## config.mk

```make
export PLATFORM = sky130hd
export DESIGN_NAME = rtc_calendar_core
export DESIGN_NICKNAME = d
export VERILOG_FILES = /design/src/rtl/rtc_cal_pkg.sv /design/src/rtl/rtc_cal_prescaler.sv /design/src/rtl/rtc_cal_clock.sv /design/src/rtl/rtc_cal_calendar.sv /design/src/rtl/rtc_calendar_core.sv
export SDC_FILE = /design/constraint.sdc
export NUM_CORES = 1
export LEC_CHECK = 0
export BUFFER_PORTS_ARGS = -buffer_cell sky130_fd_sc_hd__buf_2
export CAP_MARGIN = 20
export CORE_MARGIN = 2
export CORE_UTILIZATION = 33
export DETAILED_ROUTE_END_ITERATION = 8
export PLACE_DENSITY_LB_ADDON = 0.15
export SLEW_MARGIN = 20
export SYNTH_ARGS = -nofsm -noshare
export SYNTH_HDL_FRONTEND = slang
export SYNTH_SLANG_ARGS = --single-unit
```

## constraint.sdc

```tcl
create_clock -name clk -period 4.05 [get_ports clk]
set_clock_uncertainty 0.2 [all_clocks]
set_input_delay 0.6075 -clock clk [delete_from_list [all_inputs] [get_ports clk]]
set_output_delay 0.6075 -clock clk [all_outputs]
set_load 0.02 [all_outputs]
```

## src/rtl/rtc_cal_pkg.sv

```systemverilog
package rtc_cal_pkg;

    typedef logic [7:0] bcd8_t;

    typedef enum logic [2:0] {
        SEL_SEC   = 3'd0,
        SEL_MIN   = 3'd1,
        SEL_HOUR  = 3'd2,
        SEL_DOW   = 3'd3,
        SEL_DATE  = 3'd4,
        SEL_MONTH = 3'd5,
        SEL_YEAR  = 3'd6,
        SEL_NONE  = 3'd7
    } field_sel_e;

    localparam int HOUR_MODE_BIT = 6;
    localparam int HOUR_PM_BIT   = 5;
    localparam int CENTURY_BIT   = 7;

    typedef struct packed {
        bcd8_t sec;
        bcd8_t min;
        bcd8_t hour;
    } clock_t;

    typedef struct packed {
        bcd8_t dow;
        bcd8_t date;
        bcd8_t month;
        bcd8_t year;
    } cal_t;

    typedef struct packed {
        logic  carry;
        bcd8_t value;
    } step_t;

    localparam clock_t CLOCK_RESET = '{sec: 8'h00, min: 8'h00, hour: 8'h00};
    localparam cal_t   CAL_RESET   = '{dow: 8'h01, date: 8'h01, month: 8'h01, year: 8'h00};

    // Add one in packed BCD; a units digit of 9 or more rolls into the tens digit.
    function automatic bcd8_t bcd_inc(bcd8_t v);
        bcd8_t r;
        if (v[3:0] >= 4'd9) begin
            r = {v[7:4] + 4'd1, 4'd0};
        end else begin
            r = {v[7:4], v[3:0] + 4'd1};
        end
        return r;
    endfunction

    // Step a BCD field: at or above the top value it restarts at first and carries.
    function automatic step_t bcd_wrap_inc(bcd8_t v, bcd8_t top, bcd8_t first);
        step_t r;
        if (v >= top) begin
            r.carry = 1'b1;
            r.value = first;
        end else begin
            r.carry = 1'b0;
            r.value = bcd_inc(v);
        end
        return r;
    endfunction

    // Advance the hours field in whichever encoding bit 6 selects.
    function automatic step_t hour_step(bcd8_t h);
        step_t r;
        bcd8_t v;
        bcd8_t n;
        logic  pm;
        pm = h[HOUR_PM_BIT];
        if (h[HOUR_MODE_BIT]) begin
            v = {3'b000, h[4:0]};
            if (v >= 8'h12) begin
                r.carry = 1'b0;
                r.value = {1'b0, 1'b1, pm, 5'h01};
            end else if (v == 8'h11) begin
                r.carry = pm;
                r.value = {1'b0, 1'b1, ~pm, 5'h12};
            end else begin
                n = bcd_inc(v);
                r.carry = 1'b0;
                r.value = {1'b0, 1'b1, pm, n[4:0]};
            end
        end else begin
            v = {2'b00, h[5:0]};
            if (v >= 8'h23) begin
                r.carry = 1'b1;
                r.value = 8'h00;
            end else begin
                r.carry = 1'b0;
                r.value = bcd_inc(v);
            end
        end
        return r;
    endfunction

    // Last day of a month in BCD; leap years are years whose binary value divides by 4.
    function automatic bcd8_t month_len(bcd8_t mon, bcd8_t yr);
        logic [6:0] ybin;
        bcd8_t      r;
        ybin = 7'(yr[7:4]) * 7'd10 + 7'(yr[3:0]);
        case (mon[4:0])
            5'h02:                      r = (ybin[1:0] == 2'b00) ? 8'h29 : 8'h28;
            5'h04, 5'h06, 5'h09, 5'h11: r = 8'h30;
            default:                    r = 8'h31;
        endcase
        return r;
    endfunction

endpackage

```

## src/rtl/rtc_cal_prescaler.sv

```systemverilog
module rtc_cal_prescaler #(
    parameter int TICKS_PER_SEC = 32768
) (
    input  logic clk,
    input  logic rst,
    input  logic restart,
    input  logic sqw_en,
    output logic tick,
    output logic sqw
);
    localparam int CW = (TICKS_PER_SEC > 2) ? $clog2(TICKS_PER_SEC) : 1;
    localparam logic [CW-1:0] LAST = CW'(TICKS_PER_SEC - 1);
    localparam logic [CW-1:0] HALF = CW'(TICKS_PER_SEC / 2);

    logic [CW-1:0] cnt_q;
    logic [CW-1:0] cnt_d;
    logic          sqw_q;

    always_comb begin
        tick = (cnt_q == LAST) && !restart;
        if (restart || (cnt_q == LAST)) begin
            cnt_d = '0;
        end else begin
            cnt_d = cnt_q + 1'b1;
        end
    end

    always_ff @(posedge clk) begin
        if (rst) begin
            cnt_q <= '0;
            sqw_q <= 1'b0;
        end else begin
            cnt_q <= cnt_d;
            sqw_q <= sqw_en && (cnt_d >= HALF);
        end
    end

    assign sqw = sqw_q;

endmodule

```

## src/rtl/rtc_cal_clock.sv

```systemverilog
module rtc_cal_clock
    import rtc_cal_pkg::*;
(
    input  logic       clk,
    input  logic       rst,
    input  logic       tick,
    input  logic       wr_en,
    input  field_sel_e wr_sel,
    input  bcd8_t      wr_data,
    output clock_t     time_q,
    output logic       day_adv
);
    clock_t q;
    clock_t nxt;
    step_t  s_st;
    step_t  m_st;
    step_t  h_st;

    always_comb begin
        s_st = bcd_wrap_inc(q.sec, 8'h59, 8'h00);
        m_st = bcd_wrap_inc(q.min, 8'h59, 8'h00);
        h_st = hour_step(q.hour);
        nxt  = q;
        if (tick) begin
            nxt.sec = s_st.value;
            if (s_st.carry) begin
                nxt.min = m_st.value;
                if (m_st.carry) begin
                    nxt.hour = h_st.value;
                end
            end
        end
        if (wr_en) begin
            case (wr_sel)
                SEL_SEC:  nxt.sec  = wr_data;
                SEL_MIN:  nxt.min  = wr_data;
                SEL_HOUR: nxt.hour = wr_data;
                default:  ;
            endcase
        end
        day_adv = tick && s_st.carry && m_st.carry && h_st.carry;
    end

    always_ff @(posedge clk) begin
        if (rst) begin
            q <= CLOCK_RESET;
        end else begin
            q <= nxt;
        end
    end

    assign time_q = q;

endmodule

```

## src/rtl/rtc_cal_calendar.sv

```systemverilog
module rtc_cal_calendar
    import rtc_cal_pkg::*;
(
    input  logic       clk,
    input  logic       rst,
    input  logic       day_adv,
    input  logic       wr_en,
    input  field_sel_e wr_sel,
    input  bcd8_t      wr_data,
    output cal_t       cal_q
);
    cal_t  q;
    cal_t  nxt;
    bcd8_t last_day;
    step_t w_st;
    step_t d_st;
    step_t m_st;
    step_t y_st;

    always_comb begin
        last_day = month_len(q.month, q.year);
        w_st = bcd_wrap_inc(q.dow, 8'h07, 8'h01);
        d_st = bcd_wrap_inc(q.date, last_day, 8'h01);
        m_st = bcd_wrap_inc({3'b000, q.month[4:0]}, 8'h12, 8'h01);
        y_st = bcd_wrap_inc(q.year, 8'h99, 8'h00);
        nxt  = q;
        if (day_adv) begin
            nxt.dow  = w_st.value;
            nxt.date = d_st.value;
            if (d_st.carry) begin
                nxt.month = {q.month[CENTURY_BIT], q.month[6:5], m_st.value[4:0]};
                if (m_st.carry) begin
                    nxt.year = y_st.value;
                    if (y_st.carry) begin
                        nxt.month[CENTURY_BIT] = ~q.month[CENTURY_BIT];
                    end
                end
            end
        end
        if (wr_en) begin
            case (wr_sel)
                SEL_DOW:   nxt.dow   = wr_data;
                SEL_DATE:  nxt.date  = wr_data;
                SEL_MONTH: nxt.month = wr_data;
                SEL_YEAR:  nxt.year  = wr_data;
                default:   ;
            endcase
        end
    end

    always_ff @(posedge clk) begin
        if (rst) begin
            q <= CAL_RESET;
        end else begin
            q <= nxt;
        end
    end

    assign cal_q = q;

endmodule

```

## src/rtl/rtc_calendar_core.sv

```systemverilog
module rtc_calendar_core
    import rtc_cal_pkg::*;
#(
    parameter int TICKS_PER_SEC = 32768
) (
    input  logic       clk,
    input  logic       rst,
    input  logic       wr_en,
    input  logic [2:0] wr_sel,
    input  logic [7:0] wr_data,
    input  logic       sqw_en,
    output logic [7:0] sec_o,
    output logic [7:0] min_o,
    output logic [7:0] hour_o,
    output logic [7:0] dow_o,
    output logic [7:0] date_o,
    output logic [7:0] month_o,
    output logic [7:0] year_o,
    output logic       tick_o,
    output logic       sqw_o
);
    field_sel_e sel;
    logic       restart;
    logic       tick;
    logic       day_adv;
    clock_t     time_q;
    cal_t       cal_q;

    assign sel     = field_sel_e'(wr_sel);
    assign restart = wr_en && (sel == SEL_SEC);

    rtc_cal_prescaler #(
        .TICKS_PER_SEC(TICKS_PER_SEC)
    ) u_prescaler (
        .clk     (clk),
        .rst     (rst),
        .restart (restart),
        .sqw_en  (sqw_en),
        .tick    (tick),
        .sqw     (sqw_o)
    );

    rtc_cal_clock u_clock (
        .clk     (clk),
        .rst     (rst),
        .tick    (tick),
        .wr_en   (wr_en),
        .wr_sel  (sel),
        .wr_data (wr_data),
        .time_q  (time_q),
        .day_adv (day_adv)
    );

    rtc_cal_calendar u_calendar (
        .clk     (clk),
        .rst     (rst),
        .day_adv (day_adv),
        .wr_en   (wr_en),
        .wr_sel  (sel),
        .wr_data (wr_data),
        .cal_q   (cal_q)
    );

    assign sec_o   = time_q.sec;
    assign min_o   = time_q.min;
    assign hour_o  = time_q.hour;
    assign dow_o   = cal_q.dow;
    assign date_o  = cal_q.date;
    assign month_o = cal_q.month;
    assign year_o  = cal_q.year;
    assign tick_o  = tick;

endmodule

```

==> key figures, run 1 <==
Floorplanning
  • Core footprint: 13300 um^2
  • Row cnt: 42
  • Die Footprint: 14800 um^2
  • Io pins: 73
  • Die Y: 122 um
  • Initial core utilization: 34.2%
  • Die Wd: 122 um

Global routing
  • GRT overflow: 0
  • Antenna violations before repair: 1
  • Total track usage: 18.7%
  • Largest net degree at the start of global routing: 49
  • First-pass GRT wire length: 21.8 mm
  • Vias in the first global route: 4092

Synthesis
  • Adder-Cell Fraction of Synth Area: 11.0%
  • Ys flop type: dfxtp_1
  • Syn_area_per_cell: 7.98 um^2
  • Synth top area share: 31.6%
  • Syn nets: 626
  • Post-synth cell types: 63
  • Post-synthesis mux area share: 1.59%
  • Asr flop ratio synth: 0%
  • Synth Area in XOR/XNOR: 3.46%
  • Largest family of logic cells by synthesized area: simple AND/OR/NAND/NOR gates
  • Seq/Total Area, Yosys: 31.6%
  • Post-synth top cells: 72 x dfxtp_1, 68 x nor2_1, 52 x nand2_1, 40 x ha_1, 40 x o21ai_0
  • Top-count cell post-synth: dfxtp_1
  • Simple-Gate Fraction of Synth Area: 26.6%
  • Largest area contributor in the netlist: dfxtp_1
  • Area contributors post-synth: dfxtp_1 32%, ha_1 11%, nor2_1 5.6%
  • Synth Cell Area: 4560 um^2
  • Yosys synthesis warning count: 0
  • Number of synthesized register bits: 72
  • Post-synth EDFFs: 0
  • Mapped Cells: 571
  • Compound-Gate Fraction of Synth Area: 20.9%

Worst setup path
  • Crit-path max cell delay: 620 ps
  • Worst Path Arrival: 3770 ps
  • Crit start category: register
  • CP max stage cell: or4b_2
  • Required time worst endpoint: 4100 ps
  • Critical Path End Type: register
  • Crit path kind: register to register
  • CP Max Fanout: 14
  • Crit-path cells: ha_1 -> nor4b_1 -> o21ai_0 -> o21ai_0 -> a31oi_1 -> ha_1 -> or4b_2 -> nand4_1 -> nand3_1 -> nand4_4 -> mux2_2 -> a211oi_1

Pwr
  • Maximum vdd ir drop: 0.184 mV
  • Leakage: 2.23 nW
  • Internal power: 1.27 mW
  • Clock network power share: 46.9%
  • Comb pwr share: 10.0%
  • Sw frac: 27.3%
  • NetSw: 0.478 mW
  • Sequential share of power: 43.1%
  • Tot Pwr: 1.75 mW
  • Total power per unit cell area: 324 nW/um^2

Route
  • WL met3: 621 um
  • Final ANT Viol Nets: 0
  • 1st-iter DRT viols: 217
  • Drt wl/cell: 16.6 um
  • Metal2 WL: 6.43 mm
  • Top Layer Used: met4
  • Drt first pass iters: 4
  • Vias per inst: 5.39
  • Final wirelength: 13.6 mm
  • DR DRC count: 0
  • Via count: 4418
  • Metal-1 WL: 6.44 mm

STA
  • Final Cycle Share: 91.9%
  • Final hold vios: 0
  • Slew Viols, Final: 0
  • Max frequency: 269 MHz
  • Setup WS post-layout: 327 ps
  • Worst slew pin tran: 859 ps
  • Final worst path period need: 3720 ps
  • Relative slew slack: 42.6%
  • Setup TNS: 0 ps
  • RSZ-0062 raised after global routing: no
  • Setup-failing EPs final: 0
  • Worst hold slack: 236 ps

Clock tree
  • Worst-skew pair later-pin latency: 330 ps
  • Post-CTS Setup Bufs: 0
  • Clock sink count: 72
  • Clk buf depth: 2
  • Hold bufs inserted after CTS: 0
  • CTS Buf Count: 9
  • Clock transition at the registers of the reported paths: 60 ps
  • H-tree level count: 3
  • CTS tree: yes
  • Number of gates resized after CTS: 0
  • CTS root buf: clkbuf_16

Place
  • Placement Setup Slack: 377 ps
  • Detailed-placement wirelength estimate: 10.0 mm
  • Port Buffer Count: 72
  • Gpl congestion: 0.826

Layout
  • Final nets: 693
  • FILL cells: 1415
  • Fraction of layout cells with a size suffix above 1: 16.3%
  • Syn-to-layout area delta: 18.4%

Run
  • Max-Cap Viols: 0

Min path
  • Hold Path Class: register to register

Outcome
  • Outcome: finished, final reports clean
-- worst max-delay path: cells and delay by family (launching register included) --
| family | cells | cell delay [ps] |
|---|---|---|
| and+or+nand+nor | 5 | 1510 |
| AOI/OAI and AO/OA | 4 | 510 |
| muxes | 1 | 360 |
| adders and majority gates | 2 | 570 |
| DFF | 1 | 490 |
-- cell type report --
cell class | instances | area [um^2] | share of cell area, %
clock buffer | 9 | 225 | 4.17
sequential | 72 | 1440 | 26.7
multi-input combinational | 443 | 2900 | 53.7
antenna | 1 | 2.50 | 0.0463
tap | 176 | 220 | 4.08
inverter | 35 | 131 | 2.43
clock inverter | 7 | 80.1 | 1.48
timing repair buffer | 77 | 398 | 7.37
-- stage by stage --
step / instance area, um^2 / util (%) / instances
after global routing: 5400 / 40.4 / 819
after floorplan: 4560 / - / 571
after detailed placement: 5090 / 38.1 / 803
final: 5400 / 40.5 / 820
after CTS: 5390 / 40.4 / 819
after global placement: 5090 / 38.1 / 803
-- path summary, 6_finish.rpt --
kind,cells past startpoint,slack (ps),from,to
hold / removal,1,240,u_prescaler.cnt_q[0]$_SDFF_PP0_,u_prescaler.cnt_q[0]$_SDFF_PP0_
setup / recovery,12,330,u_calendar.cal_q[9]$_SDFF_PP0_,u_calendar.cal_q[1]$_SDFF_PP0_
hold reg to reg,1,240,u_prescaler.cnt_q[0]$_SDFF_PP0_,u_prescaler.cnt_q[0]$_SDFF_PP0_
setup reg to reg,12,330,u_calendar.cal_q[9]$_SDFF_PP0_,u_calendar.cal_q[1]$_SDFF_PP0_
-- power by group through the flow --
stage / registers, mW / logic [mW] / clock network, mW
floorplan: 0.781 / 0.0945 / 0
global placement: 0.769 / 0.172 / 0
detailed placement: 0.770 / 0.174 / 0
CTS: 0.754 / 0.175 / 0.836
global route: 0.758 / 0.195 / 0.866
finish: 0.754 / 0.174 / 0.819
-- placed cells by master, fill, tap and decap left out, drive strengths merged, types with 5 or more instances in the layout --
cell type	synthesis	final
buf	5	77
dfxtp	72	72
nor2	68	68
nand2	53	53
o21ai	40	40
ha	40	40
inv	35	37
nand3	27	27
a21oi	26	26
nor3	14	14
and3	12	12
a311oi	12	12
nand4	11	11
xnor2	10	10
a211oi	10	10
clkbuf	16	9
xor2	8	8
or3	7	7
o31ai	7	7
nor2b	7	7
a21o	6	6
nand2b	6	6
and2	6	6
nor3b	5	5
mux2i	5	5
-- sequential cells by signal, indices dropped and copies added, names as in the netlist --
| register | flops |
|---|---|
| u_calendar.cal_q | 32 |
| u_clock.time_q | 24 |
| u_prescaler.cnt_q | 15 |
| u_prescaler.sqw | 1 |
-- cell families after synthesis --
group	after synthesis
and+or+nand+nor	238
AOI/OAI and AO/OA	140
DFF	72
buffers and inverters	56
adders and majority gates	40
xor gates and xnor gates	18
muxes	7
-- routing by layer --
| metal | vias to the layer above | GRT usage [%] |
|---|---|---|
| li1 | 2205 | - |
| met1 | 2110 | 25.4 |
| met2 | 90 | 31.0 |
| met3 | 13 | 3.42 |
| met4 | 0 | 4.31 |
| met5 | - | 0 |
Note: power is estimated with default switching activity, not from simulation.
==> run 2, diff against run 1 <==
--- a/config.mk
+++ b/config.mk
@@ -7,9 +7,11 @@
 export LEC_CHECK = 0
 export BUFFER_PORTS_ARGS = -buffer_cell sky130_fd_sc_hd__buf_2
 export CAP_MARGIN = 20
+export CORE_ASPECT_RATIO = 1.75
 export CORE_MARGIN = 2
 export CORE_UTILIZATION = 33
 export DETAILED_ROUTE_END_ITERATION = 8
+export MAX_ROUTING_LAYER = met4
 export PLACE_DENSITY_LB_ADDON = 0.15
 export SLEW_MARGIN = 20
 export SYNTH_ARGS = -nofsm -noshare
==> key figures, run 2 (same netlist as run 1, synthesis figures left out) <==
Worst setup path
  • R2R depth: 12
  • Required time worst endpoint: 4110 ps
  • Reg-to-Reg End: u_calendar.cal_q[1]$_SDFF_PP0_
  • Crit path kind: register to register
  • Setup slack, reg-to-reg: 250 ps
  • Critical Path End Type: register
  • Worst Path Arrival: 3850 ps
  • CP Max Fanout: 14
  • Crit start category: register
  • Worst r2r src: u_calendar.cal_q[9]$_SDFF_PP0_

STA
  • RSZ-0062 raised after global routing: no
  • Final worst path period need: 3800 ps
  • Worst slew pin tran: 1000 ps
  • Final Cycle Share: 93.7%
  • Setup-failing EPs final: 0
  • Final hold vios: 0
  • Relative slew slack: 31.5%
  • Max frequency: 263 MHz
  • Slew Viols, Final: 0
  • Setup TNS: 0 ps

Pwr
  • Maximum vdd ir drop: 0.205 mV
  • Clock network power share: 50.1%
  • Internal power: 1.39 mW
  • Sequential share of power: 40.5%
  • NetSw: 0.472 mW
  • Total power per unit cell area: 343 nW/um^2
  • Sw frac: 25.3%
  • Comb pwr share: 9.4%
  • Leakage: 2.25 nW

Route
  • Final wirelength: 14.6 mm
  • Drt first pass iters: 4
  • Vias per inst: 5.48
  • 1st-iter DRT viols: 220
  • Via count: 4475
  • DR DRC count: 0
  • Drt wl/cell: 17.9 um
  • Final ANT Viol Nets: 0

Layout
  • Register Area: 1440 um^2
  • Fraction of layout cells with a size suffix above 1: 16.0%
  • Post-Layout Cell Count: 816
  • Diode count: 0
  • Final nets: 692
  • Area of the multi-input gates: 2900 um^2
  • Syn-to-layout area delta: 19.0%
  • Commonest non-fill, non-tap cells in the layout: 72 x buf_2, 72 x dfxtp_1, 68 x nor2_1
  • Max FFs per register: 32
  • FILL cells: 1445

Place
  • Gpl congestion: 0.862
  • Detailed-placement wirelength estimate: 10.8 mm
  • Port Buffer Count: 72
  • Dpl cells: 800

Clock tree
  • CTS Buf Count: 9
  • Worst-skew pair later-pin latency: 340 ps
  • Number of gates resized after CTS: 0
  • Post-CTS Setup Bufs: 0
  • Clock transition at the registers of the reported paths: 60 ps
  • CTS tree: yes
  • Hold bufs inserted after CTS: 0
  • Clock sink count: 72
  • CTS root buf: clkbuf_16
  • Clk buf depth: 2
  • H-tree level count: 3

Global routing
  • Largest net degree at the start of global routing: 50
  • Met3 GRT Util: 2.98%
  • Vias in the first global route: 4387
  • GRT met2 Usage: 35.9%
  • First-pass GRT wire length: 23.2 mm
  • GRT overflow: 0
  • Top Usage Layer GRT: met2
  • Total track usage: 20.4%
  • Antenna violations before repair: 0
  • GR Util met1: 22.9%

Floorplanning
  • Die Y: 159 um
  • Initial core utilization: 33.9%
  • Io pins: 73
  • Core footprint: 13500 um^2
  • Row cnt: 56
  • Die Wd: 92.9 um
  • Die Footprint: 14800 um^2

Min path
  • Hold Path Class: register to register
  • Hold Path Sink: u_prescaler.cnt_q[0]$_SDFF_PP0_
  • Worst Hold Depth: 1
  • Beginning of the worst hold path: u_prescaler.cnt_q[0]$_SDFF_PP0_

Run
  • Max-Cap Viols: 0

Outcome
  • Outcome: finished, final reports clean
-- run 2: metal layers --
layer	vias up	share of wire, %
li1	2201	-
met1	2152	41
met2	103	53
met3	19	3.6
met4	0	2.5
met5	-	0
-- run 2: layout make-up --
| cell class | count | share of cell area (%) |
|---|---|---|
| inverters | 35 | 2.42 |
| multi-input cells | 443 | 53.5 |
| clock buffers | 10 | 4.22 |
| well taps | 174 | 4.01 |
| flip-flops and latches | 72 | 26.6 |
| clock inverters | 6 | 2.14 |
| repair buffers | 76 | 7.19 |
-- run 2: power groups by stage --
| stage | clock, mW | combinational, mW | sequential (mW) |
|---|---|---|---|
| 2_1_floorplan | 0 | 0.0945 | 0.781 |
| 3_3_place_gp | 0 | 0.173 | 0.770 |
| 3_5_place_dp | 0 | 0.176 | 0.770 |
| 4_1_cts | 0.954 | 0.177 | 0.755 |
| 5_1_grt | 0.984 | 0.194 | 0.758 |
| 6_report | 0.934 | 0.176 | 0.755 |
-- run 2: how the worst max path moves through the flow --
stage                                   startpoint                        endpoint  slack (ps)  cells past startpoint
floorplan           u_calendar.cal_q[9]$_SDFF_PP0_  u_calendar.cal_q[1]$_SDFF_PP0_         340                     13
global placement    u_calendar.cal_q[8]$_SDFF_PP1_  u_calendar.cal_q[1]$_SDFF_PP0_         420                     14
detailed placement  u_calendar.cal_q[9]$_SDFF_PP0_  u_calendar.cal_q[1]$_SDFF_PP0_         270                     12
CTS                 u_calendar.cal_q[9]$_SDFF_PP0_  u_calendar.cal_q[1]$_SDFF_PP0_         250                     12
global route        u_calendar.cal_q[9]$_SDFF_PP0_  u_calendar.cal_q[1]$_SDFF_PP0_          20                     12
finish              u_calendar.cal_q[9]$_SDFF_PP0_  u_calendar.cal_q[1]$_SDFF_PP0_         250                     12
-- run 2: worst max-delay path, stage by stage, from the launching register on --
cell and delay, ps:
dfxtp_1 460, ha_1 270, nor4b_1 350, o21ai_0 170, o21ai_0 110, a31oi_1 80, ha_1 280, or4b_2 620
nand4_1 120, nand3_1 210, nand4_4 270, mux2_2 360, a211oi_1 210
-- run 2: metrics by stage --
stage | util [%] | total power [mW] | setup slack, ps | hold WS (ps) | area [um^2]
2_1_floorplan | - | 0.876 | 338 | 213 | 4560
3_3_place_gp | 37.7 | 0.942 | 420 | 223 | 5080
3_5_place_dp | 37.7 | 0.946 | 267 | 240 | 5080
4_1_cts | 40.3 | 1.89 | 254 | 248 | 5420
5_1_grt | 40.3 | 1.94 | 24.6 | 267 | 5430
6_report | 40.3 | 1.86 | 254 | 244 | 5430
